===== config.mk =====
export PLATFORM = sky130hd
export DESIGN_NAME = i2f_conv
export DESIGN_NICKNAME = d
export VERILOG_FILES = /design/src/rtl/i2f_pkg.sv /design/src/rtl/i2f_rm_decode.sv /design/src/rtl/i2f_normalize.sv /design/src/rtl/i2f_round.sv /design/src/rtl/i2f_conv.sv
export SDC_FILE = /design/constraint.sdc
export NUM_CORES = 1
export LEC_CHECK = 0
export ABC_AREA = 1
export BUFFER_PORTS_ARGS = -buffer_cell sky130_fd_sc_hd__buf_2
export CAP_MARGIN = 20
export CORE_ASPECT_RATIO = 2
export CORE_MARGIN = 2
export CORE_UTILIZATION = 60
export DETAILED_ROUTE_END_ITERATION = 16
export GPL_TIMING_DRIVEN = 0
export MAX_ROUTING_LAYER = met4
export PLACE_DENSITY_LB_ADDON = 0.15
export SETUP_SLACK_MARGIN = 0.3
export SKIP_CTS_REPAIR_TIMING = 1
export SLEW_MARGIN = 20
export SYNTH_ARGS = -nofsm -noshare
export SYNTH_HDL_FRONTEND = slang
export SYNTH_HIERARCHICAL = 1
export SYNTH_SLANG_ARGS = --single-unit

===== constraint.sdc =====
create_clock -name clk -period 1.3 [get_ports clk]
set_clock_uncertainty 0.1 [all_clocks]
set_input_delay 0.065 -clock clk [delete_from_list [all_inputs] [get_ports clk]]
set_output_delay 0.065 -clock clk [all_outputs]
set_load 0.02 [all_outputs]

===== src/rtl/i2f_pkg.sv =====
package i2f_pkg;

  // Resolved rounding direction; code values are the field encodings.
  typedef enum logic [2:0] {
    RND_NE = 3'd0,  // nearest, ties to even
    RND_TZ = 3'd1,  // toward zero
    RND_DN = 3'd2,  // toward minus infinity
    RND_UP = 3'd3,  // toward plus infinity
    RND_NM = 3'd4   // nearest, ties away from zero
  } rnd_mode_e;

  localparam logic [2:0] RM_DEFER = 3'b111;

  typedef struct packed {
    logic nv;
    logic nx;
  } exc_flags_t;

endpackage


===== src/rtl/i2f_rm_decode.sv =====
module i2f_rm_decode
  import i2f_pkg::*;
(
  input  logic [2:0] rm,
  input  logic [2:0] frm,
  output rnd_mode_e  mode,
  output logic       illegal
);

  logic [2:0] sel;
  logic       static_bad;
  logic       dyn_bad;

  always_comb begin
    static_bad = (rm == 3'b101) || (rm == 3'b110);
    dyn_bad    = (rm == RM_DEFER) && (frm > 3'b100);
    illegal    = static_bad || dyn_bad;
    sel        = (rm == RM_DEFER) ? frm : rm;
    mode       = illegal ? RND_NE : rnd_mode_e'(sel);
  end

endmodule


===== src/rtl/i2f_normalize.sv =====
module i2f_normalize #(
  parameter int INT_W = 32,
  parameter int EXP_W = 8,
  parameter int MAN_W = 23
) (
  input  logic [INT_W-1:0] op,
  input  logic             is_signed,
  output logic             neg,
  output logic             is_zero,
  output logic [EXP_W-1:0] exp,
  output logic [MAN_W-1:0] frac,
  output logic             guard,
  output logic             sticky
);

  localparam int LZ_W    = $clog2(INT_W);
  localparam int BIAS    = (1 << (EXP_W - 1)) - 1;
  localparam int TOP_EXP = BIAS + INT_W - 1;
  localparam int G_POS   = INT_W - MAN_W - 2;

  logic [INT_W-1:0] mag;
  logic [LZ_W-1:0]  lz;
  logic [INT_W-1:0] stage [LZ_W+1];
  logic [INT_W-1:0] norm;

  assign neg = is_signed & op[INT_W-1];
  assign mag = neg ? (~op + INT_W'(1)) : op;

  // Leading-zero count: the highest set bit wins.
  always_comb begin
    lz = '0;
    for (int i = 0; i < INT_W; i++) begin
      if (mag[i]) lz = LZ_W'(INT_W - 1 - i);
    end
  end

  // Logarithmic left shifter, one stage per count bit.
  assign stage[0] = mag;
  for (genvar k = 0; k < LZ_W; k++) begin : g_shift
    assign stage[k+1] = lz[k] ? (stage[k] << (1 << k)) : stage[k];
  end
  assign norm = stage[LZ_W];

  assign is_zero = ~norm[INT_W-1];
  assign exp     = EXP_W'(TOP_EXP) - EXP_W'(lz);
  assign frac    = norm[INT_W-2 -: MAN_W];
  assign guard   = norm[G_POS];
  assign sticky  = |norm[G_POS-1:0];

endmodule


===== src/rtl/i2f_round.sv =====
module i2f_round
  import i2f_pkg::*;
#(
  parameter int MAN_W = 23
) (
  input  logic [MAN_W-1:0] frac_in,
  input  logic             guard,
  input  logic             sticky,
  input  logic             neg,
  input  rnd_mode_e        mode,
  output logic [MAN_W-1:0] frac_out,
  output logic             carry,
  output logic             inexact
);

  logic         inc;
  logic         lost;
  logic [MAN_W:0] sum;

  assign lost = guard | sticky;

  always_comb begin
    unique case (mode)
      RND_NE:  inc = guard & (sticky | frac_in[0]);
      RND_TZ:  inc = 1'b0;
      RND_DN:  inc = neg & lost;
      RND_UP:  inc = ~neg & lost;
      RND_NM:  inc = guard;
      default: inc = 1'b0;
    endcase
  end

  // The hidden bit is always 1, so fraction overflow means exponent carry.
  assign sum      = {1'b0, frac_in} + (MAN_W+1)'(inc);
  assign frac_out = sum[MAN_W-1:0];
  assign carry    = sum[MAN_W];
  assign inexact  = lost;

endmodule


===== src/rtl/i2f_conv.sv =====
module i2f_conv
  import i2f_pkg::*;
#(
  parameter int INT_W = 32,
  parameter int EXP_W = 8,
  parameter int MAN_W = 23,
  localparam int OUT_W = 1 + EXP_W + MAN_W
) (
  input  logic             clk,
  input  logic             rst_n,
  input  logic             in_valid,
  output logic             in_ready,
  input  logic [INT_W-1:0] in_int,
  input  logic             in_signed,
  input  logic [2:0]       in_rm,
  input  logic [2:0]       in_frm,
  output logic             out_valid,
  input  logic             out_ready,
  output logic [OUT_W-1:0] out_bits,
  output logic             out_illegal,
  output logic             out_nx,
  output logic             out_nv
);

  rnd_mode_e        mode;
  logic             illegal;
  logic             neg;
  logic             is_zero;
  logic [EXP_W-1:0] exp_raw;
  logic [MAN_W-1:0] frac_raw;
  logic             guard;
  logic             sticky;
  logic [MAN_W-1:0] frac_rnd;
  logic             carry;
  logic             inexact;

  logic [OUT_W-1:0] bits_d, bits_q;
  exc_flags_t       flags_d, flags_q;
  logic             illegal_q;
  logic             valid_q;
  logic [EXP_W-1:0] exp_fin;

  i2f_rm_decode u_dec (
    .rm      (in_rm),
    .frm     (in_frm),
    .mode    (mode),
    .illegal (illegal)
  );

  i2f_normalize #(.INT_W(INT_W), .EXP_W(EXP_W), .MAN_W(MAN_W)) u_norm (
    .op        (in_int),
    .is_signed (in_signed),
    .neg       (neg),
    .is_zero   (is_zero),
    .exp       (exp_raw),
    .frac      (frac_raw),
    .guard     (guard),
    .sticky    (sticky)
  );

  i2f_round #(.MAN_W(MAN_W)) u_rnd (
    .frac_in  (frac_raw),
    .guard    (guard),
    .sticky   (sticky),
    .neg      (neg),
    .mode     (mode),
    .frac_out (frac_rnd),
    .carry    (carry),
    .inexact  (inexact)
  );

  always_comb begin
    exp_fin = is_zero ? '0 : (exp_raw + EXP_W'(carry));
    if (illegal) begin
      bits_d  = '0;
      flags_d = '0;
    end else begin
      bits_d     = {neg, exp_fin, frac_rnd};
      flags_d.nx = inexact;
      flags_d.nv = 1'b0;  // integer sources are always representable
    end
  end

  assign in_ready = ~valid_q | out_ready;

  always_ff @(posedge clk or negedge rst_n) begin
    if (!rst_n) begin
      valid_q   <= 1'b0;
      bits_q    <= '0;
      flags_q   <= '0;
      illegal_q <= 1'b0;
    end else begin
      if (in_ready) valid_q <= in_valid;
      if (in_valid && in_ready) begin
        bits_q    <= bits_d;
        flags_q   <= flags_d;
        illegal_q <= illegal;
      end
    end
  end

  assign out_valid   = valid_q;
  assign out_bits    = bits_q;
  assign out_illegal = illegal_q;
  assign out_nx      = flags_q.nx;
  assign out_nv      = flags_q.nv;

endmodule


### After elaboration in Yosys (flattened, before gate mapping)

Cells that the tools add are included.

| cells by class | value |
|---|---|
| reduce and logical (&&, ||, !) cells | 6 |
| equal/unequal tests | 6 |
| $add $sub $neg | 4 |
| $lt $le $gt $ge | 1 |
| multiplexer cells | 44 |
| bitwise logic cells | 10 |

Operator list:

| kind | count |
|---|---|
| $mux W32 | 7 |
| $mux W5 | 32 |
| $add A32 B1 Y32 const B | 1 |
| $not A32 Y32 | 1 |
| $add A23 B1 Y24 | 1 |
| $eq A3 B3 Y1 const B | 4 |
| $add A8 B1 Y8 | 1 |
| $mux W8 | 1 |
| $sub A8 B5 Y8 const A | 1 |
| $reduce_or A7 Y1 | 1 |
| $eq A3 B2 Y1 const B | 2 |
| $mux W3 | 2 |
| $and A1 B1 Y1 | 4 |
| $pmux W1 S4 | 1 |
| $gt A3 B3 Y1 const B | 1 |
| $logic_not A3 Y1 | 1 |
| $or A1 B1 Y1 | 3 |
| $logic_and A1 B1 Y1 | 2 |
| $logic_or A1 B1 Y1 | 2 |
| $not A1 Y1 | 2 |
| $mux W1 | 1 |

| word-level totals | value |
|---|---|
| output and inout port bits | 37 |
| word-level logic and storage cells | 76 |
| input port bits | 43 |
| flip-flop bits (word level) | 36 |

### Depth between registers and ports, before layout

Gate-level depths: netlist of the first run.

| depth | value |
|---|---|
| depth after elaboration | 48 |
| mapped depth | 58 |
| mapped depth without buffers | 57 |

### Hierarchy

The synthesis of the first run kept the hierarchy.

Modules (own cells, without submodules):

| module | area each (sq um) | times used | sequential area each (sq um) | cells an instance |
|---|---|---|---|---|
| i2f_normalize | 3074.2 | 1 | 0.0 | 647 |
| i2f_conv | 1561.5 | 1 | 875.8 | 180 |
| i2f_round | 686.9 | 1 | 0.0 | 126 |
| i2f_rm_decode | 68.8 | 1 | 0.0 | 15 |

### Worst setup path before layout of the first run

Ideal clock, no wire load.

| timing path | value |
|---|---|
| kind | input to register |
| start point | in in_int[0] |
| end point | reg bits_q[29], in the netlist out_bits[29] |
| setup slack | -3628 ps |
| data arrival time | 4763 ps |
| library setup time | 65 ps |
| stages on the path | 48 |
| buffers on the path | 1 |
| required time | 1135 ps |
| cells stage by stage | inv_2 > ha_1 > nand2_1 > nor2_1 > nand3_1 > nor4_2 > or2_1 > xor2_1 > nand2_1 > nand2_1 > nand2_1 > nand2_1 > nand2_1 > nand2_1 > nand2_1 > nand2_1 > nand2_1 > nand2_1 > [12 not listed] > nand3_1 > nand2_1 > nor2_1 > nor3_1 > o31ai_1 > ha_1 > inv_1 > nor2_2 > nand2_2 > nor2_4 > nand4_1 > nor2_1 > ha_1 > ha_1 > nand3_1 > o21bai_1 > nand3_1 > nand2_1 |

| between the ends | value |
|---|---|
| elaborated cells between the ends (all ways) | 52 |
| those cells by class | add/sub (4); mux (41); bitwise (6); reduce/logical (1) |

RTL lines:

| element | line | RTL |
|---|---|---|
| start, declared | i2f_conv.sv:13 | `input logic [INT_W-1:0] in_int,` |
| $not A32 Y32 | i2f_normalize.sv:27 | `assign mag = neg ? (~op + INT_W'(1)) : op;` |
| $add A32 B1 Y32 | i2f_normalize.sv:27 |  |
| $mux W32 (*) | i2f_normalize.sv:27 |  |
| $mux W5 (32 in series) | i2f_normalize.sv:33 | `if (mag[i]) lz = LZ_W'(INT_W - 1 - i);` |
| $mux W32 (4 in series) | i2f_normalize.sv:40 | `assign stage[k+1] = lz[k] ? (stage[k] << (1 << k)) : stage[k];` |
| $mux W32 (*) | i2f_normalize.sv:40 |  |
| named net frac_raw[0] | i2f_conv.sv:30 | `logic [MAN_W-1:0] frac_raw;` |
| $or A1 B1 Y1 | i2f_round.sv:24 | `RND_NE: inc = guard & (sticky \| frac_in[0]);` |
| $and A1 B1 Y1 | i2f_round.sv:24 |  |
| $pmux W1 S4 | i2f_round.sv:23 | `unique case (mode)` |
| $add A23 B1 Y24 (*) | i2f_round.sv:34 | `assign sum = {1'b0, frac_in} + (MAN_W+1)'(inc);` |
| named net carry | i2f_conv.sv:34 | `logic carry;` |
| $add A8 B1 Y8 (*) | i2f_conv.sv:73 | `exp_fin = is_zero ? '0 : (exp_raw + EXP_W'(carry));` |
| $mux W8 (*) | i2f_conv.sv:73 |  |
| $mux W32 (*) | i2f_conv.sv:74 | `if (illegal) begin` |
| end signal, assigned | i2f_conv.sv:95 | `bits_q <= bits_d;` |
| end, declared | i2f_conv.sv:37 | `logic [OUT_W-1:0] bits_d, bits_q;` |

The timed path passes the listed nets; every way through them passes the cells marked *.
A chain may end at the register's enable or synchronous reset.

### Final worst setup path of the first run

| timing path | value |
|---|---|
| start point | in in_int[1] |
| end point | reg bits_q[27], in the netlist out_bits[27] |

| between the ends | value |
|---|---|
| longest elaborated chain between the ends | 47 |
| elaborated cells between the ends (all ways) | 51 |
| those cells by class | add/sub (4); mux (40); bitwise (6); reduce/logical (1) |

RTL lines:

| element | line | RTL |
|---|---|---|
| $not A32 Y32 | i2f_normalize.sv:27 |  |
| $add A32 B1 Y32 | i2f_normalize.sv:27 |  |
| $mux W32 (*) | i2f_normalize.sv:27 |  |
| $mux W5 (31 in series) | i2f_normalize.sv:33 |  |
| $mux W32 (4 in series) | i2f_normalize.sv:40 |  |
| $mux W32 (*) | i2f_normalize.sv:40 |  |
| $reduce_or A7 Y1 (*) | i2f_normalize.sv:48 | `assign sticky = \|norm[G_POS-1:0];` |
| named net sticky | i2f_conv.sv:32 | `logic sticky;` |
| $or A1 B1 Y1 (*) | i2f_round.sv:20 | `assign lost = guard \| sticky;` |
| named net inexact | i2f_conv.sv:35 | `logic inexact;` |
| $and A1 B1 Y1, on equally long branches | i2f_round.sv:27, i2f_round.sv:26 |  |
| $pmux W1 S4 (*) | i2f_round.sv:23 |  |
| $add A23 B1 Y24 (*) | i2f_round.sv:34 |  |
| named net carry | i2f_conv.sv:34 |  |
| $add A8 B1 Y8 (*) | i2f_conv.sv:73 |  |
| $mux W8 (*) | i2f_conv.sv:73 |  |
| $mux W32 (*) | i2f_conv.sv:74 |  |

Marked as above.

==> results of run 1 <==
## layout by cell type (no fill, tap or decap), types with 23 or more instances in the layout
master and n:
buf_2 62, nand3_1 111, buf_6 23, buf_4 62, nand2_1 358, inv_1 78, xor2_1 23, nor2_1 68
dfrtp_1 34, nand3_2 30, nand2_2 27
## area by class of cell
cell class,count,area (µm²),area share
buffer,34,297,0.0409
clock buffer,6,139,0.0191
clock inverter,2,35.0,0.00483
inverter,102,427,0.0588
multi-input combinational,797,4420,0.609
sequential,35,877,0.121
tap,102,128,0.0176
timing repair buffer,132,932,0.128
## sequential cells by signal, indices dropped and copies added, names as in the netlist
signal and flops:
out_bits 32, out_illegal 1, out_nx 1, out_valid 1
## critical path, delay by kind of cell
family	cells	cell delay, ns
simple gates	34	3.92
fa+ha+maj	3	0.59
compound gates	2	0.27
xor+xnor	1	0.22
buf+inv	5	0.48
## power groups by stage
stage / registers [µW] / clock network [µW] / logic (µW)
after global routing: 1490 / 1450 / 5070
after CTS: 1440 / 1400 / 3840
after global placement: 1440 / 0 / 3760
after detailed placement: 1450 / 0 / 3810
final: 1480 / 1430 / 4750
after floorplan: 1750 / 0 / 2430
## routing by layer
| layer | global-route usage | wire length [µm] | up-vias |
|---|---|---|---|
| li1 | - | - | 3344 |
| met1 | 0.294 | 6810 | 3288 |
| met2 | 0.704 | 11100 | 479 |
| met3 | 0.0343 | 1180 | 202 |
| met4 | 0.340 | 2520 | 0 |
| met5 | - | 0 | - |
## cells by family (layout without fill, tap and decap cells)
group | Yosys count | count (layout) | share of synthesized area
simple gates | 689 | 689 | 0.570
mux | 1 | 1 | 0.00186
xor+xnor | 41 | 41 | 0.0694
compound gates | 57 | 57 | 0.0617
fa+ha+maj | 8 | 8 | 0.0186
buf+inv | 136 | 276 | 0.115
flops | 35 | 35 | 0.162
other cells | 1 | 1 | 0.000696
## worst paths after layout
kind                                         start                       end  slack [ns]  depth (start not counted)
setup / recovery                         in_int[1]  out_bits[27]$_DFFE_PN0P_       -4.17                         45
min in group clk                         out_ready     out_valid$_DFFE_PN0N_       -0.03                          4
max in group asynchronous                    rst_n     out_valid$_DFFE_PN0N_        0.81                          1
hold reg to reg            out_bits[4]$_DFFE_PN0P_   out_bits[4]$_DFFE_PN0P_        0.37                          2
setup reg to reg             out_valid$_DFFE_PN0N_   out_bits[6]$_DFFE_PN0P_       -0.01                          6
hold / removal                               rst_n  out_bits[27]$_DFFE_PN0P_       -0.25                          1
## through the flow
stage	std cells	setup TNS, ns	worst slack, ns	power (µW)
2_1_floorplan	968	-95.97	-3.52	4180
3_3_place_gp	1148	-133.90	-4.85	5200
3_5_place_dp	1148	-135.48	-4.89	5260
4_1_cts	1156	-126.29	-4.61	6690
5_1_grt	1210	-128.00	-4.54	8010
6_report	1210	-117.79	-4.17	7670
==> summary.md, run 1 <==
| Metric | Value |
|---|---|
| Share of cells above drive strength 1 | 0.305 |
| Initial antenna violation count | 0 |
| DRC errors left | 0 |
| Total Nets Final | 1158 |
| Sequential share of power | 0.193 |
| Final Max Slew Viols | 0 |
| Inserted Clock Buffers | 5 |
| Layout area overhead | 34.6% |
| Final hold vios | 36 |
| Port Buffers | 78 |
| Design area | 0.00726 mm² |
| Post-Synthesis Cells | 968 |
| Clock period minus worst slack | 5.47 ns |
| CTS tree | built |
| Total global-route track usage | 0.373 |
| ANT cells | 0 |
| Crit path max-delay cell type | or3_4 |
| Worst-Skew Late Latency | 0.29 ns |
| # H-tree levels | 2 |
| Placer Congestion | 1.04 |
| First-pass GRT wire length | 28.4 mm |
| Sw Share | 0.482 |
| Via density | 6.04 |
| Combinational share of power | 0.620 |
| Worst hold path class | in2async |
| Grt total ovfl | 0 |
| Final worst setup slack | -4.17 ns |
| Remaining antenna violation count after routing | 0 |
| Wire length per cell | 17.8 µm |
| Placed wire-length estimate | 14.9 mm |
| # rows | 49 |
| Syn Std Cell Area | 0.00539 mm² |
| Worst path required time | 1.37 ns |
| Die width | 71.0 µm |
| Max cap viols | 0 |
| Crit Path Class | in2reg |
| Worst hold margin | -0.254 ns |
| EDFF count, synth | 0 |
| Die area | 0.00981 mm² |
| Clock slew seen by the registers of the worst setup and hold paths | 0.06 ns |
| Synth area leaders | nand2_1 (27%), dfrtp_1 (16%), nand3_1 (13%), nor2_1 (5.9%), inv_1 (5.8%) |
| P_int | 3970 µW |
| Worst path arrival time | 5.54 ns |
| Highest clock rate | 0.183 GHz |
| Synth area leader | nand2_1 |
| I/O Pins | 80 |
| Top-count cell post-synth | nand2_1 |
| Root Buffer | clkbuf_16 |
| Core area | 0.00889 mm² |
| Synth warn | 6 |
| Mapped Nets | 1019 |
| Clk buf depth | 2 |
| Final setup fails | 32 |
| Avg Inst Size Synth | 5.57 µm² |
| Status | finished with violations |
| Main flop type after synthesis | dfrtp_1 |
| Worst Path Max Fanout | 8 |
| Crit share post-route | 4.20 |
| Leakage | 0.00387 µW |
| Post-DP Area | 0.00607 mm² |
| Netlist cell types | 43 |
| Share of the synthesized area in the top cell type | 0.265 |
| Post-Route WL | 21.6 mm |
| VDD IR max | 0.764 mV |
| Sw power | 3690 µW |
| Failing checks | negative hold slack, negative setup slack |
| Sequential element share of the synthesized area | 0.162 |
| Pin count of the biggest net entering global routing | 36 |
| Critical path startpoint category | primary input |
| #FFs+latches synth | 35 |
| Die H | 138 µm |
| Asr flop ratio synth | 1.00 |
| Fillers | 641 |
| Via count | 7313 |
| PD cells | 1060 mW/mm² |
| Sink Count | 35 |
| CP peak stage delay | 0.41 ns |
| Setup crit end kind | flip-flop |
| Initial Utilization | 0.606 |
| Vias in the first global route | 6393 |
| Top cells by count, synth | nand2_1 (381), nand3_1 (141), nor2_1 (85), inv_1 (84), dfrtp_1 (35) |
| RSZ-0062 raised after global routing | yes |
| Core Util, Final | 0.816 |
| First-pass detailed-route iteration total | 6 |
| Clock Power Share | 0.187 |
| Worst slew pin tran | 0.773 ns |
| Initial DRC count | 745 |
| Max-slew headroom | 0.484 |
No activity file was read; power rests on OpenSTA's default activity.
==> run 2, diff against run 1 <==
--- a/config.mk
+++ b/config.mk
@@ -6,15 +6,15 @@
 export NUM_CORES = 1
 export LEC_CHECK = 0
 export ABC_AREA = 1
-export BUFFER_PORTS_ARGS = -buffer_cell sky130_fd_sc_hd__buf_2
 export CAP_MARGIN = 20
 export CORE_ASPECT_RATIO = 2
 export CORE_MARGIN = 2
-export CORE_UTILIZATION = 60
+export CORE_UTILIZATION = 66
 export DETAILED_ROUTE_END_ITERATION = 16
+export DONT_BUFFER_PORTS = 1
 export GPL_TIMING_DRIVEN = 0
 export MAX_ROUTING_LAYER = met4
-export PLACE_DENSITY_LB_ADDON = 0.15
+export PLACE_DENSITY = 0.88
 export SETUP_SLACK_MARGIN = 0.3
 export SKIP_CTS_REPAIR_TIMING = 1
 export SLEW_MARGIN = 20
==> summary.md, run 2 (synthesis gave the netlist of run 1 again) <==
| Metric | Value |
|---|---|
| FF-to-FF End | out_bits[16]$_DFFE_PN0P_ (was out_bits[6]$_DFFE_PN0P_) |
| Highest clock rate | 0.177 GHz (was 0.183 GHz) |
| Leakage | 0.00343 µW (was 0.00387 µW) |
| Post-DP Area | 0.00568 mm² (was 0.00607 mm²) |
| Initial antenna violation count | 0 (unchanged) |
| Worst-Skew Late Latency | 0.30 ns (was 0.29 ns) |
| Final worst setup slack | -4.35 ns (was -4.17 ns) |
| Sink Count | 35 (unchanged) |
| Total global-route track usage | 0.433 (was 0.373) |
| VDD IR max | 0.667 mV (was 0.764 mV) |
| Final Max Slew Viols | 0 (unchanged) |
| Most common cell after layout, fill and taps aside | nand2_1 (unchanged) |
| Layout area overhead | 23.8% (was 34.6%) |
| Design area | 0.00668 mm² (was 0.00726 mm²) |
| Crit path max-delay cell type | nor4_4 (was or3_4) |
| Remaining antenna violation count after routing | 0 (unchanged) |
| # H-tree levels | 2 (unchanged) |
| Initial DRC count | 1231 (was 745) |
| DRC errors left | 0 (unchanged) |
| Worst hold margin | -0.640 ns (was -0.254 ns) |
| Pwr Total | 7050 µW (was 7670 µW) |
| Worst R2R Path Depth | 6 (unchanged) |
| Via count | 7360 (was 7313) |
| CTS tree | built (unchanged) |
| Critical path startpoint category | primary input (unchanged) |
| Crit Path Class | in2reg (unchanged) |
| Status | finished with violations (unchanged) |
| Worst hold path class | in2async (unchanged) |
| Vias in the first global route | 6182 (was 6393) |
| First-pass GRT wire length | 28.6 mm (was 28.4 mm) |
| Reg2reg start | out_valid$_DFFE_PN0N_ (unchanged) |
| PD cells | 1060 mW/mm² (about the same) |
| Die H | 132 µm (was 138 µm) |
| Die area | 0.00895 mm² (was 0.00981 mm²) |
| Root Buffer | clkbuf_16 (unchanged) |
| Clock slew seen by the registers of the worst setup and hold paths | 0.06 ns (about the same) |
| ANT cells | 0 (unchanged) |
| Failing checks | negative hold slack, negative setup slack (unchanged) |
| Clock period minus worst slack | 5.65 ns (was 5.47 ns) |
| Worst path required time | 1.43 ns (was 1.37 ns) |
| Setup crit end kind | flip-flop (unchanged) |
| Placer Congestion | 1.05 (was 1.04) |
| Worst Path Max Fanout | 8 (unchanged) |
| Via density | 6.64 (was 6.04) |
| Clk buf depth | 2 (unchanged) |
| Fillers | 526 (was 641) |
| FF/Latch Area | 877 µm² (unchanged) |
| Final hold vios | 38 (was 36) |
| Worst path arrival time | 5.78 ns (was 5.54 ns) |
| RSZ-0062 raised after global routing | yes (unchanged) |
| Inserted Clock Buffers | 5 (unchanged) |
| Grt total ovfl | 0 (unchanged) |
| Wire length per cell | 21.0 µm (was 17.8 µm) |
| # rows | 46 (was 49) |
| Worst slew pin tran | 0.602 ns (was 0.773 ns) |
| Area of the multi-input gates | 0.00446 mm² (was 0.00442 mm²) |
| Post-Route WL | 23.3 mm (was 21.6 mm) |
| Port Buffers | 0 (was 78) |
| First-pass detailed-route iteration total | 13 (was 6) |
| CP peak stage delay | 0.40 ns (was 0.41 ns) |
| Total Nets Final | 1063 (was 1158) |
| Internal reg-to-reg setup slack | -0.19 ns (was -0.01 ns) |
| Final setup fails | 33 (was 32) |
| Die width | 67.9 µm (was 71.0 µm) |
| Placed wire-length estimate | 14.7 mm (was 14.9 mm) |
| Pin count of the biggest net entering global routing | 36 (unchanged) |
| I/O Pins | 80 (unchanged) |
| Max cap viols | 0 (unchanged) |
| Share of cells above drive strength 1 | 0.241 (was 0.305) |
| Crit share post-route | 4.35 (was 4.20) |
| Most frequent cells in the layout | nand2_1 (358), nand3_1 (122), inv_1 (76), nor2_1 (66), buf_4 (37) (was nand2_1 (358), nand3_1 (111), inv_1 (78), nor2_1 (68)) |
| Max-slew headroom | 0.597 (was 0.484) |
| Core area | 0.00794 mm² (was 0.00889 mm²) |
| Max reg flops | 32 (unchanged) |
| Initial Utilization | 0.679 (was 0.606) |
| Place WS | -4.72 ns (was -4.89 ns) |
==> run 2: worst max path at each step <==
stage                                           to       from
after global routing      out_bits[29]$_DFFE_PN0P_  in_int[1]
after floorplan           out_bits[29]$_DFFE_PN0P_  in_int[0]
after global placement    out_bits[29]$_DFFE_PN0P_  in_int[2]
final                     out_bits[29]$_DFFE_PN0P_  in_int[4]
after CTS                 out_bits[29]$_DFFE_PN0P_  in_int[2]
after detailed placement  out_bits[29]$_DFFE_PN0P_  in_int[2]
==> run 2: metal layers <==
| layer | GRT usage | wire length (µm) | vias up |
|---|---|---|---|
| li1 | - | - | 3139 |
| met2 | 0.735 | 11100 | 691 |
| met3 | 0.0914 | 2370 | 290 |
| met1 | 0.365 | 6930 | 3240 |
| met5 | - | 0 | - |
| met4 | 0.401 | 2920 | 0 |
==> run 2: per-stage QoR <==
step / setup TNS, ns / utilization / instances
after global placement: -127.92 / 0.715 / 1064
after global routing: -127.78 / 0.841 / 1109
after CTS: -121.57 / 0.733 / 1072
after floorplan: -95.97 / - / 968
after detailed placement: -129.86 / 0.715 / 1064
final: -119.47 / 0.841 / 1109
==> run 2: final cells by class <==
cell class / instances / share of cell area
flip-flops and latches: 35 / 0.131
repair buffers: 37 / 0.0446
multi-input cells: 797 / 0.668
well taps: 96 / 0.0180
clock buffers: 5 / 0.0187
clock inverters: 3 / 0.00300
plain buffers: 34 / 0.0484
inverters: 102 / 0.0684
==> run 2: power by group <==
| part | switching (µW) | internal (µW) | total (µW) |
|---|---|---|---|
| Clock | 526 | 707 | 1230 |
| Sequential | 471 | 1320 | 1790 |
| Combinational | 2710 | 1310 | 4020 |
| Total | 3710 | 3340 | 7050 |
==> run 2: critical path, delay by kind of cell <==
kind	cells	cell delay, ns
buffers and inverters	2	0.20
and+or+nand+nor	32	4.20
xor gates and xnor gates	1	0.21
AOI/OAI and AO/OA	3	0.45
adders and majority gates	3	0.63
